[src/rtl/vsc_pkg.sv]
package vsc_pkg;
  localparam int FRAME_W   = 32;
  localparam int CRC_W     = 3;
  localparam int DATA_W    = 16;
  localparam int BIT_IDX_W = $clog2(FRAME_W);
  localparam int BODY_W    = FRAME_W - CRC_W;

  // field positions decoded by both ends of the link
  localparam int CMD_HI  = 29;
  localparam int CMD_LO  = 28;
  localparam int DATA_HI = 23;
  localparam int DATA_LO = 8;

  typedef enum logic [1:0] {
    CMD_WRITE   = 2'b00,
    CMD_READV   = 2'b01,
    CMD_NOMINAL = 2'b10,
    CMD_READI   = 2'b11
  } cmd_e;

  // serial CRC, polynomial x^3+x+1, zero seed, MSB first
  function automatic logic [CRC_W-1:0] crc3(input logic [BODY_W-1:0] d);
    logic [CRC_W-1:0] c;
    logic fb;
    c = '0;
    for (int i = BODY_W - 1; i >= 0; i--) begin
      fb = c[2] ^ d[i];
      c  = {c[1], c[0] ^ fb, fb};
    end
    return c;
  endfunction
endpackage

[src/rtl/vsc_bus_sync.sv]
module vsc_bus_sync #(
  parameter int STAGES = 2
) (
  input  logic clk,
  input  logic rst,
  input  logic bus_clk_i,
  input  logic mdata_i,
  output logic rise_o,
  output logic fall_o,
  output logic bit_o
);
  logic [STAGES-1:0] clk_sr;
  logic [STAGES-1:0] dat_sr;
  logic              clk_prev;

  always_ff @(posedge clk) begin
    if (rst) begin
      clk_sr   <= '0;
      dat_sr   <= '0;
      clk_prev <= 1'b0;
      rise_o   <= 1'b0;
      fall_o   <= 1'b0;
      bit_o    <= 1'b0;
    end else begin
      clk_sr   <= {clk_sr[STAGES-2:0], bus_clk_i};
      dat_sr   <= {dat_sr[STAGES-2:0], mdata_i};
      clk_prev <= clk_sr[STAGES-1];
      rise_o   <= clk_sr[STAGES-1] & ~clk_prev;
      fall_o   <= ~clk_sr[STAGES-1] & clk_prev;
      bit_o    <= dat_sr[STAGES-1];
    end
  end

  assert_edges_exclusive_R2: assert property (@(posedge clk) disable iff (rst)
    !(rise_o && fall_o));
endmodule

[src/rtl/vsc_frame_rx.sv]
module vsc_frame_rx
  import vsc_pkg::*;
(
  input  logic              clk,
  input  logic              rst,
  input  logic              fall_i,
  input  logic              bit_i,
  output logic              vld_o,
  output logic [1:0]        cmd_o,
  output logic [DATA_W-1:0] data_o,
  output logic              crc_ok_o,
  output logic              busy_o
);
  localparam logic [BIT_IDX_W-1:0] LAST_IDX = BIT_IDX_W'(FRAME_W - 1);

  logic [BIT_IDX_W-1:0] idx_q;
  logic [FRAME_W-2:0]   sh_q;
  logic [FRAME_W-1:0]   word_d;

  assign word_d = {sh_q, bit_i};
  assign busy_o = (idx_q != '0);

  always_ff @(posedge clk) begin
    if (rst) begin
      idx_q    <= '0;
      sh_q     <= '0;
      vld_o    <= 1'b0;
      cmd_o    <= '0;
      data_o   <= '0;
      crc_ok_o <= 1'b0;
    end else begin
      vld_o <= 1'b0;
      if (fall_i) begin
        sh_q <= word_d[FRAME_W-2:0];
        if (idx_q == '0) begin
          // hunting: a 0 may open the start pattern
          if (!bit_i) idx_q <= BIT_IDX_W'(1);
        end else if (idx_q == BIT_IDX_W'(1)) begin
          // a further 0 restarts the pattern in place
          if (bit_i) idx_q <= BIT_IDX_W'(2);
        end else if (idx_q == LAST_IDX) begin
          idx_q    <= '0;
          vld_o    <= 1'b1;
          cmd_o    <= word_d[CMD_HI:CMD_LO];
          data_o   <= word_d[DATA_HI:DATA_LO];
          crc_ok_o <= (crc3(word_d[FRAME_W-1:CRC_W]) == word_d[CRC_W-1:0]);
        end else begin
          idx_q <= idx_q + 1'b1;
        end
      end
    end
  end

  assert_frame_on_fall_R1: assert property (@(posedge clk) disable iff (rst)
    vld_o |-> $past(fall_i));
  assert_frame_ends_idle_R1: assert property (@(posedge clk) disable iff (rst)
    vld_o |-> !busy_o);
endmodule

[src/rtl/vsc_vreg.sv]
module vsc_vreg
  import vsc_pkg::*;
#(
  parameter int                SETTLE_CYC = 200,
  parameter logic [DATA_W-1:0] VNOM       = 16'h0320
) (
  input  logic               clk,
  input  logic               rst,
  input  logic               vld_i,
  input  logic [1:0]         cmd_i,
  input  logic [DATA_W-1:0]  data_i,
  input  logic               crc_ok_i,
  input  logic [DATA_W-1:0]  vmin_i,
  input  logic [DATA_W-1:0]  vmax_i,
  input  logic               fault_i,
  input  logic [DATA_W-1:0]  iout_i,
  output logic [DATA_W-1:0]  vout_o,
  output logic               vgood_o,
  output logic               resp_vld_o,
  output logic [FRAME_W-1:0] resp_o
);
  localparam int CNT_W = $clog2(SETTLE_CYC + 1);

  cmd_e              cmd;
  logic [DATA_W-1:0] clamped;
  logic              exec_wr;
  logic              exec_nom;
  logic              change;
  logic [DATA_W-1:0] vout_nxt;
  logic [DATA_W-1:0] rdata;
  logic [BODY_W-1:0] body;
  logic [CNT_W-1:0]  cnt_q;

  always_comb begin
    cmd = cmd_e'(cmd_i);
    if (data_i < vmin_i)      clamped = vmin_i;
    else if (data_i > vmax_i) clamped = vmax_i;
    else                      clamped = data_i;
    exec_wr  = vld_i && crc_ok_i && (cmd == CMD_WRITE);
    exec_nom = vld_i && crc_ok_i && (cmd == CMD_NOMINAL);
    change   = exec_wr || exec_nom;
    if (exec_wr)       vout_nxt = clamped;
    else if (exec_nom) vout_nxt = VNOM;
    else               vout_nxt = vout_o;
    rdata = (cmd == CMD_READI) ? iout_i : vout_nxt;
    body  = {fault_i, (vgood_o && !change), !crc_ok_i, cmd_i, 3'b000, rdata, 5'b00000};
  end

  always_ff @(posedge clk) begin
    if (rst) begin
      vout_o     <= VNOM;
      vgood_o    <= 1'b1;
      cnt_q      <= '0;
      resp_vld_o <= 1'b0;
      resp_o     <= '0;
    end else begin
      resp_vld_o <= vld_i;
      if (vld_i) resp_o <= {body, crc3(body)};
      vout_o <= vout_nxt;
      if (change) begin
        cnt_q   <= CNT_W'(SETTLE_CYC);
        vgood_o <= 1'b0;
      end else if (cnt_q != '0) begin
        cnt_q <= cnt_q - 1'b1;
        if (cnt_q == CNT_W'(1)) vgood_o <= 1'b1;
      end
    end
  end

  assert_bad_crc_no_effect_R4: assert property (@(posedge clk) disable iff (rst)
    (vld_i && !crc_ok_i) |=> $stable(vout_o));
  assert_clamp_in_range_R6: assert property (@(posedge clk) disable iff (rst)
    (vld_i && crc_ok_i && cmd_i == 2'b00 && vmin_i <= vmax_i)
      |=> (vout_o >= $past(vmin_i) && vout_o <= $past(vmax_i)));
  assert_nominal_level_R7: assert property (@(posedge clk) disable iff (rst)
    (vld_i && crc_ok_i && cmd_i == 2'b10) |=> (vout_o == VNOM));
  assert_vgood_drops_R9: assert property (@(posedge clk) disable iff (rst)
    (vld_i && crc_ok_i && !cmd_i[0]) |=> !vgood_o);
  assert_vgood_holds_R9: assert property (@(posedge clk) disable iff (rst)
    (!vld_i && $past(!vld_i) && $stable(vout_o)) |-> !$fell(vgood_o));
endmodule

[src/rtl/vsc_resp_tx.sv]
module vsc_resp_tx
  import vsc_pkg::*;
#(
  parameter int IDLE_CYC = 32
) (
  input  logic               clk,
  input  logic               rst,
  input  logic               rise_i,
  input  logic               fall_i,
  input  logic               busy_i,
  input  logic               resp_vld_i,
  input  logic [FRAME_W-1:0] resp_i,
  input  logic               vgood_i,
  output logic               sdata_o
);
  localparam int IW = $clog2(IDLE_CYC + 1);

  logic [FRAME_W-1:0] sh_q;
  logic [IW-1:0]      idle_q;
  logic               quiet;

  assign quiet = (idle_q == IW'(IDLE_CYC)) && !busy_i;

  always_ff @(posedge clk) begin
    if (rst) begin
      sh_q    <= '0;
      idle_q  <= '0;
      sdata_o <= 1'b0;
    end else begin
      if (rise_i || fall_i)          idle_q <= '0;
      else if (idle_q != IW'(IDLE_CYC)) idle_q <= idle_q + 1'b1;

      if (resp_vld_i) begin
        sh_q <= resp_i;
      end else if (rise_i) begin
        sdata_o <= sh_q[FRAME_W-1];
        sh_q    <= {sh_q[FRAME_W-2:0], 1'b0};
      end
      if (quiet && !rise_i) sdata_o <= vgood_i;
    end
  end

  assert_load_reply_R2: assert property (@(posedge clk) disable iff (rst)
    resp_vld_i |=> (sh_q == $past(resp_i)));
  assert_shift_msb_R2: assert property (@(posedge clk) disable iff (rst)
    (rise_i && !resp_vld_i) |=> (sdata_o == $past(sh_q[FRAME_W-1])));
  assert_idle_shows_vgood_R10: assert property (@(posedge clk) disable iff (rst)
    (quiet && !rise_i) |=> (sdata_o == $past(vgood_i)));
endmodule

[src/rtl/vscale_slave.sv]
module vscale_slave
  import vsc_pkg::*;
#(
  parameter int                SYNC_STAGES = 2,
  parameter int                SETTLE_CYC  = 200,
  parameter int                IDLE_CYC    = 32,
  parameter logic [DATA_W-1:0] VNOM        = 16'h0320
) (
  input  logic              clk,
  input  logic              rst,
  input  logic              bus_clk_i,
  input  logic              mdata_i,
  output logic              sdata_o,
  input  logic [DATA_W-1:0] vmin_i,
  input  logic [DATA_W-1:0] vmax_i,
  input  logic              fault_i,
  input  logic [DATA_W-1:0] iout_i,
  output logic [DATA_W-1:0] vout_o,
  output logic              vgood_o
);
  logic               rise, fall, rx_bit;
  logic               fvld, fok, busy;
  logic [1:0]         fcmd;
  logic [DATA_W-1:0]  fdata;
  logic               rvld;
  logic [FRAME_W-1:0] rword;

  vsc_bus_sync #(.STAGES(SYNC_STAGES)) u_sync (
    .clk(clk), .rst(rst), .bus_clk_i(bus_clk_i), .mdata_i(mdata_i),
    .rise_o(rise), .fall_o(fall), .bit_o(rx_bit));

  vsc_frame_rx u_rx (
    .clk(clk), .rst(rst), .fall_i(fall), .bit_i(rx_bit),
    .vld_o(fvld), .cmd_o(fcmd), .data_o(fdata), .crc_ok_o(fok), .busy_o(busy));

  vsc_vreg #(.SETTLE_CYC(SETTLE_CYC), .VNOM(VNOM)) u_vreg (
    .clk(clk), .rst(rst), .vld_i(fvld), .cmd_i(fcmd), .data_i(fdata),
    .crc_ok_i(fok), .vmin_i(vmin_i), .vmax_i(vmax_i), .fault_i(fault_i),
    .iout_i(iout_i), .vout_o(vout_o), .vgood_o(vgood_o),
    .resp_vld_o(rvld), .resp_o(rword));

  vsc_resp_tx #(.IDLE_CYC(IDLE_CYC)) u_tx (
    .clk(clk), .rst(rst), .rise_i(rise), .fall_i(fall), .busy_i(busy),
    .resp_vld_i(rvld), .resp_i(rword), .vgood_i(vgood_o), .sdata_o(sdata_o));
endmodule

[config.mk]
export PLATFORM = sky130hd
export DESIGN_NAME = vscale_slave
export DESIGN_NICKNAME = d
export VERILOG_FILES = /design/src/rtl/vsc_pkg.sv /design/src/rtl/vsc_bus_sync.sv /design/src/rtl/vsc_frame_rx.sv /design/src/rtl/vsc_vreg.sv /design/src/rtl/vsc_resp_tx.sv /design/src/rtl/vscale_slave.sv
export SDC_FILE = /design/constraint.sdc
export NUM_CORES = 1
export LEC_CHECK = 0
export ABC_AREA = 1
export BUFFER_PORTS_ARGS = -buffer_cell sky130_fd_sc_hd__buf_2
export CORE_MARGIN = 2
export CORE_UTILIZATION = 45
export CTS_CLUSTER_SIZE = 12
export DETAILED_ROUTE_END_ITERATION = 10
export GPL_TIMING_DRIVEN = 0
export PLACE_DENSITY = 0.64
export SLEW_MARGIN = 40
export SYNTH_ARGS = -nofsm -noshare
export SYNTH_HDL_FRONTEND = slang
export SYNTH_SLANG_ARGS = --single-unit
export TNS_END_PERCENT = 5
[constraint.sdc]
create_clock -name clk -period 3.4 [get_ports clk]
set_input_delay 0.34 -clock clk [delete_from_list [all_inputs] [get_ports clk]]
set_output_delay 0.34 -clock clk [all_outputs]
set_load 0.02 [all_outputs]
---- After elaboration in Yosys (flattened, before gate mapping) ----
Index checks and enable logic that the tools add are counted.
word-level totals
  word-level logic and storage cells ...... 194
  output and inout bits ................... 18
  input bits .............................. 53
  register bits ........................... 153
cells by class
  multiplexer cells ....................... 21
  add/sub/neg operators ................... 3
  magnitude comparators ................... 2
  equality and inequality tests ........... 11
  bitwise operators ....................... 109
  reduce and logical (&&, ||, !) cells .... 27
operator list
  cell                   count
  $xor A1 B1 Y1          102
  $mux W16               5
  $mux W32               2
  $mux W5                5
  $gt A16 B16 Y1         1
  $lt A16 B16 Y1         1
  $mux W8                2
  $eq A8 B1 Y1 const B   1
  $reduce_bool A2 Y1     4
  $reduce_bool A8 Y1     1
  $sub A8 B1 Y8 const B  1
  $mux W1                7
  $add A6 B1 Y6 const B  1
  $eq A6 B6 Y1 const B   1
  $logic_and A1 B1 Y1    6
  $ne A6 B6 Y1 const B   1
  $add A5 B1 Y5 const B  1
  $eq A5 B1 Y1 const B   1
  $eq A5 B5 Y1 const B   1
  $logic_not A5 Y1       1
  $not A1 Y1             5
  $reduce_bool A5 Y1     1
  $eq A2 B2 Y1 const B   2
  $logic_not A1 Y1       4
  12 further kinds       16

---- Depth between registers and ports, before layout ----
  word-level depth ........................ 29
  mapped depth ............................ 43
  mapped depth without buffers ............ 42

---- Hierarchy ----
From an unflattened synthesis, not the netlist that was laid out.
unflattened totals
  cells, all modules ...................... 1,338
  area total of the unflattened synthesis .. 9,056.2 um^2
by module, submodules not included
  module        cells each  sequential area each (um^2)  area an instance (um^2)  instances
  vsc_vreg      614         1,001.0                      4,002.6                  1
  vsc_frame_rx  412         1,121.1                      2,974.1                  1
  vsc_resp_tx   288         780.7                        1,856.8                  1
  vsc_bus_sync  24          160.2                        222.7                    1

---- Worst setup path after synthesis ----
Ideal clock, no wire load.
  path type ............................... input to register
  from .................................... input port vmax_i[3]
  to ...................................... register u_vreg.resp_o[1]
  arrival ................................. 3.297 ns
  buffers on the path ..................... 1
  setup slack ............................. -0.006 ns
  stages on the path ...................... 32
  required time ........................... 3.290 ns
  library setup time ...................... 0.110 ns
  cells stage by stage .................... inv_1 > ha_1 > nand2_1 > inv_1 > a221oi_1 > o21ai_0 > nand2_1 > nand2_1 > nand2_1 > buf_2 > nand2_1 > o211ai_1 > nand3_1 > nand2_1 > nand2_1 > nand2_1 > xor2_1 > inv_1 > nand2_1 > nand2_1 > nand2_1 > nand2_1 > nand2_1 > nand2_1 > nand2_1 > nand3_1 > nand3_1 > nand2_1 > nand2_1 > nand3_1 > nand2_1 > inv_1
on the way
  cells in the longest elaborated chain, start to end .. 24
  elaborated cells on any way between the ends .. 41
  classes of those cells .................. order compare (1); mux (4); bitwise (36)
ends and longest elaborated chain
  what                        RTL line            RTL
  start: declaration          vscale_slave.sv:15  input logic [DATA_W-1:0] vmax_i,
  $gt A16 B16 Y1              vsc_vreg.sv:37      else if (data_i > vmax_i) clamped = vmax_i;
  $mux W16 (*)                vsc_vreg.sv:37
  $mux W16 (*)                vsc_vreg.sv:36      if (data_i < vmin_i) clamped = vmin_i;
  $mux W16 (*)                vsc_vreg.sv:42      if (exec_wr) vout_nxt = clamped;
  $mux W16 (*)                vsc_vreg.sv:45      rdata = (cmd == CMD_READI) ? iout_i : vout_nxt;
  $xor A1 B1 Y1               vsc_pkg.sv:27       fb = c[2] ^ d[i];
  $xor A1 B1 Y1               vsc_pkg.sv:28       c = {c[1], c[0] ^ fb, fb};
  $xor A1 B1 Y1               vsc_pkg.sv:27
  [6 not listed]              -
  $xor A1 B1 Y1               vsc_pkg.sv:28
  $xor A1 B1 Y1               vsc_pkg.sv:27
  $xor A1 B1 Y1               vsc_pkg.sv:28
  $xor A1 B1 Y1               vsc_pkg.sv:27
  $xor A1 B1 Y1               vsc_pkg.sv:28
  $xor A1 B1 Y1               vsc_pkg.sv:27
  $xor A1 B1 Y1 (3 in a row)  vsc_pkg.sv:28
  $xor A1 B1 Y1 (*)           vsc_pkg.sv:28
  end signal: assignment      vsc_vreg.sv:58      if (vld_i) resp_o <= {body, crc3(body)};
  end: declaration            vsc_vreg.sv:20      output logic [FRAME_W-1:0] resp_o
Mark *: on every way between the ends. The rest lies on a longest branch, timed or not.
A chain may end at the register's enable or synchronous reset.

---- Worst setup path in the final report ----
  from .................................... register u_rx.sh_q[29]
  to ...................................... register u_rx.crc_ok_o
on the way
  cells in the longest elaborated chain, start to end .. 28
  elaborated cells on any way between the ends .. 55
  classes of those cells .................. eq/ne (1); bitwise (54)
ends and longest elaborated chain
  what                      RTL line            RTL
  start: declaration        vsc_frame_rx.sv:17  logic [FRAME_W-2:0] sh_q;
  start signal: assignment  vsc_frame_rx.sv:34  sh_q <= word_d[FRAME_W-2:0];
  $xor A1 B1 Y1             vsc_pkg.sv:28
  $xor A1 B1 Y1             vsc_pkg.sv:27
  $xor A1 B1 Y1             vsc_pkg.sv:28
  $xor A1 B1 Y1             vsc_pkg.sv:27
  $xor A1 B1 Y1             vsc_pkg.sv:28
  $xor A1 B1 Y1             vsc_pkg.sv:27
  $xor A1 B1 Y1             vsc_pkg.sv:28
  $xor A1 B1 Y1             vsc_pkg.sv:27
  [12 not listed]           -
  $xor A1 B1 Y1             vsc_pkg.sv:28
  $xor A1 B1 Y1             vsc_pkg.sv:27
  $xor A1 B1 Y1             vsc_pkg.sv:28
  $xor A1 B1 Y1             vsc_pkg.sv:27
  $xor A1 B1 Y1             vsc_pkg.sv:28
  $xor A1 B1 Y1             vsc_pkg.sv:27
  $xor A1 B1 Y1             vsc_pkg.sv:28
  $eq A3 B3 Y1 (*)          vsc_frame_rx.sv:46  crc_ok_o <= (crc3(word_d[FRAME_W-1:CRC_W]) == word_d[CRC_W-1:0]);
  end signal: assignment    vsc_frame_rx.sv:46
  end: declaration          vsc_frame_rx.sv:11  output logic crc_ok_o,
Marked as above.

==> results.md <==
* Status: finished with violations
* Failing checks: negative setup slack
* Vias after detailed routing at ~8,700
* Most common cell on crit path: nand2_4
* Clock transition at path regs at 70 ps
* Clk_lat worst skew at 430 ps
* Yosys reg bits at about 150
* Final wirelength at 24,640 microns
* Worst EP arrival at 3970 ps
* Synthesized-area fraction occupied by adder cells at about 5.6%
* Post-CTS Hold Fix Bufs at 0
* Via/cell ratio at a little over 5
* Crit-path max cell delay at 400 ps
* Largest family of logic cells by synthesized area: simple AND/OR/NAND/NOR gates
* DRC at 0
* Worst slew pin tran at ~740 ps
* Netlist cell types at 35
* Reg2reg path depth at 41
* XOR/XNOR share of the synthesized area at under 10%
* Hold WS at about 110 ps
* Diodes inserted at 0
* Top post-synthesis cells by count: nand2_1, inv_1, dfxtp_1
* Slowest CP cell: dfxtp_4
* Total Power at 5.972 mW
* Vias in the first global route at 8,152
* FF-to-FF setup slack at -270 ps
* Root buffer cell: clkbuf_16
* Post-Synth Simple-Gate Area at 30.07%
* Final period util at 108.1%
* Slew margin rel. at about half
* Int Pwr at 3.658 mW
* Filler instances at between 1,500 and 2,000
* Cell Area, Synth at 8785 sq um
* Initial Utilization at 45.43%
* Layout cells sized above 1 at 22.58%
* Boundary Pins at 71
* Fin crit period at about 3700 ps
* Worst r2r dst: u_rx.crc_ok_o$_SDFFE_PP0P_
* Maximum root-to-sink buffer count at 2
* Seq pwr share at 31.4%
* Post-synth EDFFs at 0
* CP Launch Type: flop
* Sink count of the clock tree at between 150 and 200
* Clock power frac at a little under a third
* Min-Delay Endpoint: u_sync.dat_sr[0]$_SDFF_PP0_
* Iter 0 DRT Violations at 463
* Net Switching at 2.314 mW
* Critical Path Fanout Max at 6
* HP Start: mdata_i
* Initial antenna violation count at 0
* Critical Path Sink Type: flop
* Compound-Gate Fraction of Synth Area at between 10% and 20%
* Cell taking the most area after synthesis: dfxtp_1
* Synthesis-to-finish area growth at 25.30%
* Primary FF master, synth: dfxtp_1
* Height of the die at 143.7 microns
* Main area contributors after synthesis: dfxtp_1, nand2_1, inv_1
* Finish-stage setup viols at 4
* WHS Path Cells at 3
* All-Layer GR Usage at 24.13%
* Remaining Overflow, GRT at 0
* Lkg Pwr at 5.244 nW
* Setup TNS at -905.2 ps
* Switching part of the total at 38.75%
* Fmax at 272.2 MHz
* DRT Pass-1 Iters at 5
* Unrepaired setup endpoints after global routing: true
* Die area at 20,660 sq um
* Post-synthesis instance total at 1,329
* Syn avg cell area at 6.610 sq um
* Largest net degree at the start of global routing at 17
* DP HPWL at approximately 19,000 microns
* Most common cell in the netlist: nand2_1
* First-pass GRT wire length at 39,520 microns
* Post-Syn Nets at roughly 1,400
* H-tree levels at 4
* Die width at 143.7 microns
* TritonCTS Buffers at 17
* WP data required at 3690 ps
* Placer congestion estimate at 0.8950
* VDD IR max at approximately 0.92 mV
* Mux cell area share after synthesis at 0%
* Max-slew violation count at 0
* Routed Antenna Nets at 0
* Top-area cell type share of the netlist area at 34.87%
* I/O Buffers at 69
* Maximum Capacitance Violations at 0
* PwrDens at around 540 nW/um^2
* Combinational fraction of design power at 36.9%
* Hold Fails Final Rpt at 0
* Core area at around 19,000 sq um
* Final Worst Setup Slack at -274.3 ps
* Sequential cell area fraction in the yosys report at 34.87%
* Wirelength per Cell at 14.42 microns
* Hold WC Path Type: primary input to flop
* Yosys warnings at 0
* Fin Clk Skew at 10.55 ps
* Critical path type: flop to flop
* Post-synth ARST share at 0%
* Row count at 51
* CTS tree: yes
* Nets@finish at 1,523
* R2r startpoint: u_rx.sh_q[29]$_SDFFE_PP0P_
==> routing by layer <==
layer,up-vias,part of all wire [%],GRT usage [%]
met1,4024,45,31.06
met2,139,50,41.55
met5,-,0,0
li1,4538,-,-
met4,0,1.6,6.966
met3,24,3.5,4.032
==> worst max-delay path, delay by kind of cell (launching register included) <==
kind	cells	cell delay, ps
and+or+nand+nor	37	2860
DFF	1	400
buffers and inverters	3	180
AOI/OAI and AO/OA	1	60
==> flip-flops by register name, indices dropped and copies added, names as in the netlist <==
| register | flops |
|---|---|
| u_tx.sh_q | 32 |
| u_rx.sh_q | 31 |
| u_vreg.resp_o | 24 |
| u_rx.data_o | 16 |
| u_vreg.vout_o | 16 |
| u_vreg.cnt_q | 8 |
| u_tx.idle_q | 6 |
| u_rx.idx_q | 5 |
| u_rx.cmd_o | 2 |
| u_sync.clk_sr | 2 |
| u_sync.dat_sr | 2 |
| u_rx.crc_ok_o | 1 |
| u_rx.vld_o | 1 |
| u_sync.bit_o | 1 |
| u_sync.clk_prev | 1 |
| u_sync.fall_o | 1 |
| u_sync.rise_o | 1 |
| u_tx.sdata_o | 1 |
| u_vreg.resp_vld_o | 1 |
| u_vreg.vgood_o | 1 |
==> layout by cell type, fill, tap and decap left out, drive strengths merged, types with 11 or more instances in the layout <==
master,instances
inv,202
dfxtp,153
nand2,358
nand3,145
a22oi,15
o21ai,119
ha,39
nor2,61
nand4,11
clkbuf,61
a21oi,112
buf,90
o211ai,18
==> power groups by stage <==
stage | combinational, mW | sequential, mW | clock [mW]
2_1_floorplan | 1.45 | 1.91 | 0
3_5_place_dp | 1.75 | 1.92 | 0
4_1_cts | 1.77 | 1.88 | 1.92
6_report | 2.20 | 1.88 | 1.89
5_1_grt | 2.50 | 1.88 | 2.01
3_3_place_gp | 1.72 | 1.92 | 0
==> metrics by stage <==
| stage | utilization (%) | cells | instance area [sq um] | setup slack, ps |
|---|---|---|---|---|
| global route | 56.93 | 1709 | 11010 | -629.4 |
| detailed placement | 48.95 | 1663 | 9464 | -872.1 |
| floorplan | - | 1329 | 8787 | 44.78 |
| finish | 56.93 | 1709 | 11010 | -274.3 |
| global placement | 48.95 | 1663 | 9464 | -810.6 |
| CTS | 52.79 | 1700 | 10210 | -294.9 |
==> cell families (layout without fill, tap and decap cells) <==
family | count (synthesis) | after routing
buffers and inverters | 246 | 361
AOI/OAI and AO/OA | 279 | 279
DFF | 153 | 153
and+or+nand+nor | 596 | 596
xor gates and xnor gates | 16 | 16
adders and majority gates | 39 | 39
==> timing repair <==
action	CTS	global route
cloned	0	1
gates resized for setup	41	179
buffers inserted	5	8
pin swaps	7	75
setup endpoints to repair	4	4
==> cell type report <==
type	instances	area [sq um]	area share, %
clock buffers	17	425.4	3.865
multi-input cells	930	5589	50.78
well taps	265	331.6	3.012
plain buffers	51	224.0	2.035
repair buffers	83	451.7	4.104
flip-flops and latches	153	3093	28.10
clock inverters	15	157.7	1.432
inverters	195	734.5	6.673
==> worst max path at each step <==
stage                                      startpoint                            end  slack (ps)  cells after the start
after CTS                 u_rx.data_o[9]$_SDFFE_PP0P_  u_vreg.resp_o[1]$_SDFFE_PP0P_        -290                     30
after detailed placement                    vmin_i[3]  u_vreg.resp_o[1]$_SDFFE_PP0P_        -870                     30
after floorplan                             vmax_i[3]  u_vreg.resp_o[1]$_SDFFE_PP0P_          40                     32
after global placement                      vmax_i[1]  u_vreg.resp_o[1]$_SDFFE_PP0P_        -810                     34
final                      u_rx.sh_q[29]$_SDFFE_PP0P_     u_rx.crc_ok_o$_SDFFE_PP0P_        -270                     41
after global routing       u_rx.sh_q[29]$_SDFFE_PP0P_     u_rx.crc_ok_o$_SDFFE_PP0P_        -630                     42
(Power assumes the default switching activity.)
